$ cat config.mk
export PLATFORM = sky130hd
export DESIGN_NAME = win_fetch_agen
export DESIGN_NICKNAME = d
export VERILOG_FILES = /design/src/rtl/wfetch_pkg.sv /design/src/rtl/wfetch_burst_sel.sv /design/src/rtl/wfetch_walker.sv /design/src/rtl/wfetch_req_hold.sv /design/src/rtl/win_fetch_agen.sv
export SDC_FILE = /design/constraint.sdc
export NUM_CORES = 1
export LEC_CHECK = 0
export BUFFER_PORTS_ARGS = -buffer_cell sky130_fd_sc_hd__buf_2
export CAP_MARGIN = 20
export CORE_MARGIN = 2
export CORE_UTILIZATION = 40
export DETAILED_ROUTE_END_ITERATION = 10
export SETUP_SLACK_MARGIN = 0.15
export SYNTH_ARGS = -nofsm -noshare
export SYNTH_HDL_FRONTEND = slang
export SYNTH_SLANG_ARGS = --single-unit
$ cat constraint.sdc
create_clock -name clk_i -period 8 [get_ports clk_i]
set_clock_uncertainty 0.05 [all_clocks]
set_input_delay 0 -clock clk_i [delete_from_list [all_inputs] [get_ports clk_i]]
set_output_delay 0 -clock clk_i [all_outputs]
set_load 0.02 [all_outputs]
$ cat src/rtl/wfetch_pkg.sv
package wfetch_pkg;

  typedef enum logic [1:0] {
    CAP_SMALL = 2'd0,
    CAP_MID   = 2'd1,
    CAP_LARGE = 2'd2
  } cap_e;

  // depth in bits per pixel -> burst class; unknown depths use the large class
  function automatic cap_e depth_class(input logic [5:0] bpp);
    case (bpp)
      6'd1:                 depth_class = CAP_SMALL;
      6'd2, 6'd4, 6'd8:     depth_class = CAP_MID;
      default:              depth_class = CAP_LARGE;
    endcase
  endfunction

endpackage

$ cat src/rtl/wfetch_burst_sel.sv
module wfetch_burst_sel
  import wfetch_pkg::*;
#(
  parameter int unsigned BURST_S = 4,
  parameter int unsigned BURST_M = 8,
  parameter int unsigned BURST_L = 16,
  localparam int unsigned LEN_W  = $clog2(BURST_L + 1)
) (
  input  logic [5:0]       depth_i,
  output logic [LEN_W-1:0] cap_o
);

  cap_e cls;

  always_comb begin
    cls = depth_class(depth_i);
    unique case (cls)
      CAP_SMALL: cap_o = LEN_W'(BURST_S);
      CAP_MID:   cap_o = LEN_W'(BURST_M);
      default:   cap_o = LEN_W'(BURST_L);
    endcase
  end

endmodule

$ cat src/rtl/wfetch_walker.sv
module wfetch_walker #(
  parameter int unsigned AW    = 32,
  parameter int unsigned PW    = 16,
  parameter int unsigned LEN_W = 5,
  localparam int unsigned WLW  = PW - 2
) (
  input  logic             clk_i,
  input  logic             rst_ni,
  input  logic             load_i,
  input  logic             load_ok_i,
  input  logic             issue_i,
  input  logic [AW-1:0]    start_addr_i,
  input  logic [AW-1:0]    end_addr_i,
  input  logic [PW-1:0]    page_bytes_i,
  input  logic [PW-1:0]    skip_bytes_i,
  input  logic [LEN_W-1:0] cap_i,
  output logic             active_o,
  output logic [AW-1:0]    addr_o,
  output logic [LEN_W-1:0] len_o
);

  logic [AW-1:0]  addr_q, nxt_addr;
  logic [WLW-1:0] left_q, page_words, cap_ext, len_w;
  logic           active_q, line_done;

  always_comb begin
    page_words = WLW'(page_bytes_i >> 2);
    cap_ext    = WLW'(cap_i);
    len_w      = (left_q < cap_ext) ? left_q : cap_ext;
    line_done  = (left_q == len_w);
    nxt_addr   = addr_q + (AW'(len_w) << 2);
    if (line_done) nxt_addr = nxt_addr + AW'(skip_bytes_i);
  end

  always_ff @(posedge clk_i or negedge rst_ni) begin
    if (!rst_ni) begin
      addr_q   <= '0;
      left_q   <= '0;
      active_q <= 1'b0;
    end else if (load_i) begin
      addr_q   <= start_addr_i;
      left_q   <= page_words;
      active_q <= load_ok_i && (page_words != '0) && (start_addr_i < end_addr_i);
    end else if (issue_i) begin
      addr_q <= nxt_addr;
      left_q <= line_done ? page_words : left_q - len_w;
      if (nxt_addr >= end_addr_i) active_q <= 1'b0;
    end
  end

  assign active_o = active_q;
  assign addr_o   = addr_q;
  assign len_o    = LEN_W'(len_w);

endmodule

$ cat src/rtl/wfetch_req_hold.sv
module wfetch_req_hold #(
  parameter int unsigned AW    = 32,
  parameter int unsigned LEN_W = 5
) (
  input  logic             clk_i,
  input  logic             rst_ni,
  input  logic             issue_i,
  input  logic [AW-1:0]    addr_i,
  input  logic [LEN_W-1:0] len_i,
  input  logic             ready_i,
  output logic             can_load_o,
  output logic             valid_o,
  output logic [AW-1:0]    addr_o,
  output logic [LEN_W-1:0] len_o
);

  logic             valid_q;
  logic [AW-1:0]    addr_q;
  logic [LEN_W-1:0] len_q;

  assign can_load_o = !valid_q || ready_i;

  always_ff @(posedge clk_i or negedge rst_ni) begin
    if (!rst_ni) begin
      valid_q <= 1'b0;
      addr_q  <= '0;
      len_q   <= '0;
    end else if (can_load_o) begin
      valid_q <= issue_i;
      if (issue_i) begin
        addr_q <= addr_i;
        len_q  <= len_i;
      end
    end
  end

  assign valid_o = valid_q;
  assign addr_o  = addr_q;
  assign len_o   = len_q;

endmodule

$ cat src/rtl/win_fetch_agen.sv
module win_fetch_agen #(
  parameter int unsigned AW      = 32,
  parameter int unsigned PW      = 16,
  parameter int unsigned BURST_S = 4,
  parameter int unsigned BURST_M = 8,
  parameter int unsigned BURST_L = 16,
  localparam int unsigned LEN_W  = $clog2(BURST_L + 1)
) (
  input  logic             clk_i,
  input  logic             rst_ni,
  input  logic [AW-1:0]    cfg_start_addr_i,
  input  logic [AW-1:0]    cfg_end_addr_i,
  input  logic [PW-1:0]    cfg_page_bytes_i,
  input  logic [PW-1:0]    cfg_skip_bytes_i,
  input  logic [5:0]       cfg_depth_i,
  input  logic             cfg_win_en_i,
  input  logic             cfg_chan_en_i,
  input  logic             frame_start_i,
  output logic             req_valid_o,
  input  logic             req_ready_i,
  output logic [AW-1:0]    req_addr_o,
  output logic [LEN_W-1:0] req_len_o
);

  logic             fetch_en, can_load, walk_active, issue;
  logic [LEN_W-1:0] cap, walk_len;
  logic [AW-1:0]    walk_addr;

  assign fetch_en = cfg_win_en_i && cfg_chan_en_i;
  assign issue    = can_load && walk_active && fetch_en && !frame_start_i;

  wfetch_burst_sel #(
    .BURST_S(BURST_S), .BURST_M(BURST_M), .BURST_L(BURST_L)
  ) u_burst_sel (
    .depth_i (cfg_depth_i),
    .cap_o   (cap)
  );

  wfetch_walker #(
    .AW(AW), .PW(PW), .LEN_W(LEN_W)
  ) u_walker (
    .clk_i        (clk_i),
    .rst_ni       (rst_ni),
    .load_i       (frame_start_i),
    .load_ok_i    (fetch_en),
    .issue_i      (issue),
    .start_addr_i (cfg_start_addr_i),
    .end_addr_i   (cfg_end_addr_i),
    .page_bytes_i (cfg_page_bytes_i),
    .skip_bytes_i (cfg_skip_bytes_i),
    .cap_i        (cap),
    .active_o     (walk_active),
    .addr_o       (walk_addr),
    .len_o        (walk_len)
  );

  wfetch_req_hold #(
    .AW(AW), .LEN_W(LEN_W)
  ) u_req_hold (
    .clk_i      (clk_i),
    .rst_ni     (rst_ni),
    .issue_i    (issue),
    .addr_i     (walk_addr),
    .len_i      (walk_len),
    .ready_i    (req_ready_i),
    .can_load_o (can_load),
    .valid_o    (req_valid_o),
    .addr_o     (req_addr_o),
    .len_o      (req_len_o)
  );

endmodule

==> results of run 1 <==
[cells in the mapped netlist (all sizes together) (8+ instances only)]
library cell	n
a21o	35
a21oi	71
a31oi	9
buf	11
clkbuf	27
dfrtp	85
ha	100
inv	53
mux2i	24
nand2	181
nand2b	16
nand3	18
nand4	19
nor2	48
nor2b	8
nor3	18
nor4	12
o21a	8
o21ai	89
xnor2	33
xor2	20
[worst min path at each step]
stage	startpoint	end	slack, ns	cells after the start
global placement	rst_ni	u_walker.left_q[13]$_DFFE_PN0P_	-0.03	1
detailed placement	rst_ni	u_walker.left_q[13]$_DFFE_PN0P_	-0.03	1
global route	rst_ni	u_walker.left_q[13]$_DFFE_PN0P_	0.17	2
CTS	rst_ni	u_walker.left_q[13]$_DFFE_PN0P_	0.14	2
floorplan	rst_ni	u_req_hold.addr_o[0]$_DFFE_PN0P_	-0.35	0
finish	rst_ni	u_walker.left_q[13]$_DFFE_PN0P_	0.12	2
[timing repair]
item                      CTS  global route
resized for setup           0             0
hold buffers               48             0
hold endpoints to repair   84             0
[state kept, by name, summed over array words and instances (netlist names)]
register / cells
u_walker.active_o: 1
u_req_hold.len_o: 5
u_walker.left_q: 14
u_walker.addr_o: 32
u_req_hold.valid_o: 1
u_req_hold.addr_o: 32
[layer usage]
layer,up-vias,track usage,routed length [µm]
met5,-,0,0
met2,159,0.3747,10660
met4,0,0.06847,385
li1,3867,-,-
met3,20,0.02303,717
met1,3611,0.3120,11240
[final cells by class]
cell class	count	area, µm²	area share
Sequential cell	85	2127	0.2193
Tap cell	265	331.6	0.03419
Clock buffer	11	242.7	0.02503
Clock inverter	4	72.57	0.007483
Timing Repair Buffer	197	1244	0.1282
Inverter	53	198.9	0.02051
Multi-Input combinational cell	817	5482	0.5652
[worst max-delay path: cells and delay by family (launching register included)]
family,cells,cell delay [ns]
AND/OR/NAND/NOR,12,2.49
adder cells (fa/ha/maj),4,1.21
buffers and inverters,2,0.27
XOR/XNOR,2,0.35
flip-flops,1,0.41
AO/OA/AOI/OAI,13,2.36
[report_power, final]
part | total [µW] | internal (µW) | switching (µW)
combinational | 893 | 363 | 529
clock | 463 | 280 | 182
sequential | 631 | 540 | 90.6
[logic make-up (layout without fill, tap and decap cells)]
logic type | after synthesis | after routing
xor gates and xnor gates | 53 | 53
AOI/OAI and AO/OA | 272 | 272
buffers and inverters | 91 | 265
DFF | 85 | 85
adders and majority gates | 102 | 102
other | 2 | 10
and+or+nand+nor | 354 | 354
muxes | 26 | 26
[stage by stage]
| step | area (µm²) | hold WS (ns) | total power (µW) |
|---|---|---|---|
| after floorplan | 7949 | -0.3456 | 1245 |
| after global placement | 8902 | -0.03097 | 1496 |
| after detailed placement | 8902 | -0.03044 | 1508 |
| after CTS | 9698 | 0.1366 | 2001 |
| after global routing | 9698 | 0.1710 | 2146 |
| final | 9698 | 0.1162 | 1986 |
==> impl_metrics.json, run 1 <==
{
  "status": "finished, final reports clean",
  "p_leak_uw": 0.004832,
  "synth_seq_cells": 85,
  "fillers": 1936,
  "post-place-ws_ns": 0.7675,
  "num_io_pins": 146,
  "dp.final_hpwl_um": 17540,
  "synthSimpleGateAreaFrac": 0.2108,
  "rsz0062_at_grt": "false",
  "cts-buffers-inserted": 9,
  "grtUsageTotal": 0.2260,
  "worst_slack_ns": 0.7850,
  "syn_area_mm2": 0.007919,
  "die_x_um": 144.7,
  "synth_top_family_by_area": "compound AO/OA/AOI/OAI gates",
  "fin_tns_setup_ns": 0,
  "holdCritPathClass": "in2async",
  "path_clk_slew_ns": 0.07,
  "tightestPinTransition_ns": 1.076,
  "die-area_mm2": 0.02094,
  "grt_overflow": 0,
  "end_kind": "register",
  "utilization": 0.4983,
  "post_cts_buffers": 0,
  "cp-startpoint": "u_walker.left_q[11]$_DFFE_PN0P_",
  "seq_area_frac_synth": 0.2686,
  "cp.required_ns": 8.24,
  "start_util": 0.4069,
  "synth_area_leader_cell": "dfrtp_1",
  "routedWlPerCell_um": 16.06,
  "vias": 7657,
  "ir_drop_mv": 0.08737,
  "post-route-drc-count": 0,
  "power.density_mw_per_mm2": 204.8,
  "clock_latency_ns": 0.35,
  "cp_slowest_cell": "nor4_1",
  "synthAdderAreaFrac": 0.1631,
  "layout_min_cycle_time_ns": 7.215,
  "grt_pass1_wl_um": 37010,
  "areaGrowthSynthToFinish_pct": 22.47,
  "period_share": 0.9019,
  "crit_fanout": 11,
  "grt_max_degree": 76,
  "antenna_found_initial": 0,
  "max_freq_ghz": 0.1386,
  "slew_violations": 0,
  "initialDrtViolationCount": 442,
  "cts_tree": "built",
  "via_per_inst": 5.347,
  "die_h_um": 144.7,
  "reg2reg_from": "u_walker.left_q[11]$_DFFE_PN0P_",
  "synth_compound_area_frac": 0.2196,
  "synth-xor-area-share": 0.05957,
  "yosysWarnings": 0,
  "synth-main-ff-cell": "dfrtp_1",
  "postSynthCellCount": 985,
  "cp_common_cell": "a21oi_1",
  "io_buffers": 143,
  "final_antenna_net_count": 0,
  "synth_cell_types": 76,
  "htree_levels": 3,
  "diodes": 0,
  "cpPeakStageDelay_ns": 0.50,
  "coreArea_mm2": 0.01946,
  "mostFrequentLayoutCell": "nand2_1",
  "dp_cells": 1369,
  "synth.area.mux_share": 0.03318,
  "r2r_end": "u_walker.active_o$_DFFE_PN0P_",
  "synth.top_cell.area_share": 0.2686,
  "clock_sinks": 85,
  "stdcell_count": 1432,
  "first_global_vias": 7433,
  "globalplace.congestion": 0.9430,
  "setup_violations": 0,
  "cp-start-kind": "register",
  "routed_wl_um": 23000,
  "cts_buffer_depth": 2,
  "slew_headroom": 0.2830,
  "crit_type": "reg2reg",
  "syn_area_per_cell_um2": 8.039,
  "mostFrequentLayoutCells": "nand2_1, buf_2, ha_1, dfrtp_1, o21ai_0",
  "drive_gt1_frac": 0.1637,
  "ctsRootBufferMaster": "clkbuf_16",
  "arrival_ns": 7.45,
  "critical_path.endpoint": "u_walker.active_o$_DFFE_PN0P_",
  "synth_edf_count": 0,
  "r2r_slack_ns": 0.78,
  "synthArstFlopShare": 1.000,
  "firstDrtPassIters": 5,
  "row_count": 51,
  "synthTopCellsByArea": "dfrtp_1, ha_1, nand2_1, o21ai_0, a21oi_1",
  "fin_nets": 1373,
  "r2r_cells": 33,
  "drv_cap": 0,
  "hold_viol": 0
}
No activity file was read; power rests on OpenSTA's default activity.
==> run 2, diff against run 1 <==
--- a/config.mk
+++ b/config.mk
@@ -9,6 +9,7 @@
 export CAP_MARGIN = 20
 export CORE_MARGIN = 2
 export CORE_UTILIZATION = 40
+export CTS_BUF_LIST = sky130_fd_sc_hd__clkbuf_8
 export DETAILED_ROUTE_END_ITERATION = 10
 export SETUP_SLACK_MARGIN = 0.15
 export SYNTH_ARGS = -nofsm -noshare
==> impl_metrics.json, run 2 (same netlist as run 1, synthesis figures left out) <==
{
  "arrival_ns": 7.49,
  "htree_levels": 3,
  "slew_violations": 0,
  "crit_type": "reg2reg",
  "clock_latency_ns": 0.39,
  "grt_pass1_wl_um": 36940,
  "areaGrowthSynthToFinish_pct": 21.19,
  "ctsResizeCount": 0,
  "period_share": 0.9022,
  "ctsRootBufferMaster": "clkbuf_8",
  "holdCritPathClass": "in2async",
  "die-area_mm2": 0.02094,
  "num_io_pins": 146,
  "power_frac_seq": 0.336,
  "final_antenna_net_count": 0,
  "fillers": 1951,
  "mostFrequentLayoutCell": "nand2_1",
  "max_freq_ghz": 0.1386,
  "die_h_um": 144.7,
  "vias": 7640,
  "antenna_found_initial": 0,
  "clkPwrFrac": 0.188,
  "utilization": 0.4931,
  "grt_max_degree": 76,
  "routedWlPerCell_um": 16.06,
  "ctsHoldBuffers": 48,
  "switching_share": 0.4218,
  "rsz0062_at_grt": "false",
  "combPwrFrac": 0.476,
  "clock_sinks": 85,
  "post_cts_buffers": 0,
  "cp.required_ns": 8.27,
  "crit_fanout": 11,
  "reg2reg_from": "u_walker.left_q[11]$_DFFE_PN0P_",
  "routed_wl_um": 23000,
  "end_kind": "register",
  "layout_min_cycle_time_ns": 7.218,
  "coreArea_mm2": 0.01946,
  "dp.final_hpwl_um": 17540,
  "fin_tns_setup_ns": 0,
  "r2r_slack_ns": 0.78,
  "die_x_um": 144.7,
  "io_buffers": 143,
  "globalplace.congestion": 0.9430,
  "path_clk_slew_ns": 0.10,
  "power.internal_uw": 1084,
  "slew_headroom": 0.2826,
  "p_leak_uw": 0.004790,
  "initialDrtViolationCount": 406,
  "drv_cap": 0,
  "cts_tree": "built",
  "hold_viol": 0,
  "post-route-drc-count": 0,
  "start_util": 0.4069,
  "cp_slowest_cell": "nor4_1",
  "power.density_mw_per_mm2": 195.4,
  "cp-startpoint": "u_walker.left_q[11]$_DFFE_PN0P_",
  "ir_drop_mv": 0.08752,
  "status": "finished, final reports clean",
  "first_global_vias": 7405,
  "diodes": 0,
  "cp_common_cell": "a21oi_1",
  "power_switching_uw": 790.7,
  "cts_buffer_depth": 2,
  "mostFrequentLayoutCells": "nand2_1, buf_2, ha_1, dfrtp_1, o21ai_0",
  "setup_violations": 0,
  "cpPeakStageDelay_ns": 0.49,
  "drive_gt1_frac": 0.1637,
  "fin_nets": 1373,
  "tightestPinTransition_ns": 1.076,
  "via_per_inst": 5.335,
  "grtUsageTotal": 0.2257,
  "grt_overflow": 0,
  "firstDrtPassIters": 5,
  "cp-start-kind": "register",
  "cts-buffers-inserted": 9,
  "row_count": 51
}
==> run 2: changes by cell type in the layout (fill, tap and decap cells not counted), sizes merged <==
cell    change
clkbuf      -1
inv         +1
==> run 2: path summary, 6_finish.rpt <==
check / end / depth (start not counted)
max reg2reg: u_walker.active_o$_DFFE_PN0P_ / 33
max in group asynchronous: u_walker.addr_o[20]$_DFFE_PN0P_ / 3
max: u_walker.active_o$_DFFE_PN0P_ / 33
min: u_walker.left_q[13]$_DFFE_PN0P_ / 2
min reg2reg: u_req_hold.addr_o[21]$_DFFE_PN0P_ / 2
min in group clk_i: u_req_hold.len_o[3]$_DFFE_PN0P_ / 5
==> run 2: worst max-delay path, delay by kind of cell, from the launching register on <==
family,cells,cell delay [ns]
flip-flops,1,0.43
AO/OA/AOI/OAI,13,2.36
buffers and inverters,2,0.27
adder cells (fa/ha/maj),4,1.22
AND/OR/NAND/NOR,12,2.46
XOR/XNOR,2,0.35
==> run 2: per-stage QoR <==
step                power (µW)  std cells  area (µm²)  setup WS (ns)  hold WS [ns]
floorplan                 1245        993        7949          1.863       -0.3456
global placement          1496       1369        8902         0.7950      -0.03097
detailed placement        1508       1369        8902         0.7675      -0.03044
CTS                       1889       1432        9597         0.8241       0.08525
global route              2034       1432        9597         0.1752        0.1197
finish                    1875       1432        9597         0.7825       0.07213
==> run 2: area by class of cell <==
type	instances	area, µm²	share of cell area
multi-input cells	817	5482	0.5712
flip-flops and latches	85	2127	0.2216
repair buffers	197	1244	0.1296
well taps	265	331.6	0.03455
inverters	53	198.9	0.02073
clock buffers	10	137.6	0.01434
clock inverters	5	76.32	0.007953
==> run 2: per-layer routing <==
layer | vias to the layer above | global-route usage | part of all wire
met4 | 0 | 0.06847 | 0.018
met3 | 24 | 0.02402 | 0.028
met5 | - | 0 | 0
met2 | 150 | 0.3732 | 0.46
met1 | 3607 | 0.3118 | 0.49
li1 | 3859 | - | -
==> run 2: power groups by stage <==
| stage | sequential [µW] | clock (µW) | combinational [µW] |
|---|---|---|---|
| 6_report | 630 | 353 | 892 |
| 5_1_grt | 645 | 380 | 1010 |
| 4_1_cts | 630 | 366 | 893 |
| 3_5_place_dp | 638 | 0 | 870 |
| 3_3_place_gp | 638 | 0 | 858 |
| 2_1_floorplan | 709 | 0 | 536 |
==> run 3, diff against run 2 <==
==> constraint.sdc (replaced) <==
create_clock -name clk_i -period 7.5 [get_ports clk_i]
set_clock_uncertainty 0.05 [all_clocks]
set_input_delay 0.375 -clock clk_i [delete_from_list [all_inputs] [get_ports clk_i]]
set_output_delay 0.375 -clock clk_i [all_outputs]
set_load 0.02 [all_outputs]
==> impl_metrics.json, run 3 (same netlist as run 1, synthesis figures left out) <==
{
  "slew_headroom": 0.4484,
  "layout_min_cycle_time_ns": 6.719,
  "routed_wl_um": 22550,
  "utilization": 0.4784,
  "ctsRootBufferMaster": "clkbuf_8",
  "max_freq_ghz": 0.1488,
  "hold_slack_ns": 0.1598,
  "die_h_um": 144.7,
  "mostFrequentLayoutCells": "nand2_1, buf_2, ha_1, dfrtp_1, o21ai_0",
  "grt_pass1_wl_um": 35660,
  "regArea_mm2": 0.002127,
  "initialDrtViolationCount": 378,
  "rsz0062_at_grt": "false",
  "multi_input_area_mm2": 0.005534,
  "coreArea_mm2": 0.01946,
  "setup_violations": 0,
  "cpPeakStageDelay_ns": 0.39,
  "row_count": 51,
  "areaGrowthSynthToFinish_pct": 17.59,
  "via_per_inst": 5.350,
  "fin_tns_setup_ns": 0,
  "tightestPinTransition_ns": 0.8249,
  "cp_slowest_cell": "fa_1",
  "first_global_vias": 7100,
  "end_kind": "register",
  "r2r_slack_ns": 0.85,
  "status": "finished, final reports clean",
  "slew_violations": 0,
  "crit_fanout": 10,
  "die-area_mm2": 0.02094,
  "vias": 7496,
  "firstDrtPassIters": 7,
  "clock_sinks": 85,
  "num_io_pins": 146,
  "path_clk_slew_ns": 0.09,
  "globalplace.congestion": 0.8996,
  "grt_max_degree": 76,
  "arrival_ns": 6.99,
  "final_antenna_net_count": 0,
  "cp.required_ns": 7.77,
  "power.density_mw_per_mm2": 215.0,
  "period_share": 0.8959,
  "drv_cap": 0,
  "worst_slack_ns": 0.7805,
  "cp-start-kind": "primary input",
  "die_x_um": 144.7,
  "post-route-drc-count": 0,
  "dp.final_hpwl_um": 17510,
  "clock_latency_ns": 0.39,
  "cts-buffers-inserted": 9,
  "post-place-ws_ns": 0.03666,
  "io_buffers": 143,
  "start_util": 0.4069,
  "grt_overflow": 0,
  "mostFrequentLayoutCell": "nand2_1",
  "antenna_found_initial": 0,
  "cts_tree": "built",
  "grtUsageTotal": 0.2179,
  "cts_buffer_depth": 2,
  "r2r_cells": 33,
  "routedWlPerCell_um": 16.09,
  "diodes": 0,
  "fin_nets": 1342,
  "htree_levels": 3,
  "fillers": 1997,
  "ir_drop_mv": 0.1035,
  "fin_area_mm2": 0.009311,
  "drive_gt1_frac": 0.1928,
  "crit_type": "in2reg",
  "placed_cell_area_mm2": 0.009007,
  "p_leak_uw": 0.004689,
  "holdCritPathClass": "in2reg",
  "holdPathStages": 3,
  "hold_viol": 0
}
## run 3: worst max-delay path, delay by kind of cell
family,cells,cell delay [ns]
AO/OA/AOI/OAI,15,2.23
adder cells (fa/ha/maj),5,1.39
XOR/XNOR,2,0.42
AND/OR/NAND/NOR,13,2.14
buffers and inverters,4,0.43
## run 3: area by class of cell
| cell class | instances | share of cell area |
|---|---|---|
| inverter | 53 | 0.02137 |
| clock inverter | 5 | 0.008197 |
| multi-input combinational | 817 | 0.5943 |
| tap | 265 | 0.03561 |
| sequential | 85 | 0.2284 |
| clock buffer | 10 | 0.01478 |
| timing repair buffer | 166 | 0.09729 |
## run 3: final timing paths
kind	start	to
min	cfg_start_addr_i[8]	u_walker.addr_o[8]$_DFFE_PN0P_
min reg2reg	u_req_hold.addr_o[21]$_DFFE_PN0P_	u_req_hold.addr_o[21]$_DFFE_PN0P_
max in group asynchronous	rst_ni	u_walker.addr_o[18]$_DFFE_PN0P_
max	cfg_depth_i[3]	u_walker.active_o$_DFFE_PN0P_
max reg2reg	u_walker.left_q[11]$_DFFE_PN0P_	u_walker.active_o$_DFFE_PN0P_
min in group asynchronous	rst_ni	u_walker.left_q[13]$_DFFE_PN0P_
## run 3: power breakdown
part	total (µW)	switching, µW	internal, µW
combinational	956	571	385
clock	372	179	193
sequential	674	98.2	575
## run 3: through the flow
| stage | instances | power (µW) |
|---|---|---|
| 2_1_floorplan | 993 | 1327 |
| 3_3_place_gp | 1383 | 1613 |
| 3_5_place_dp | 1383 | 1623 |
| 4_1_cts | 1399 | 2006 |
| 5_1_grt | 1401 | 2162 |
| 6_report | 1401 | 2002 |
## run 3: metal layers
metal / vias up / share of wire / GRT usage
met1: 3508 / 0.49 / 0.3104
met4: 0 / 0.012 / 0.04190
met3: 21 / 0.043 / 0.03751
li1: 3799 / - / -
met2: 168 / 0.46 / 0.3500
met5: - / 0 / 0
## run 3: repair_timing
action | CTS | global route
hold endpoints to repair | 30 | 0
setup endpoints to repair | 0 | 1
hold buffers | 1 | 0
resized for setup | 0 | 13
setup buffers | 0 | 1
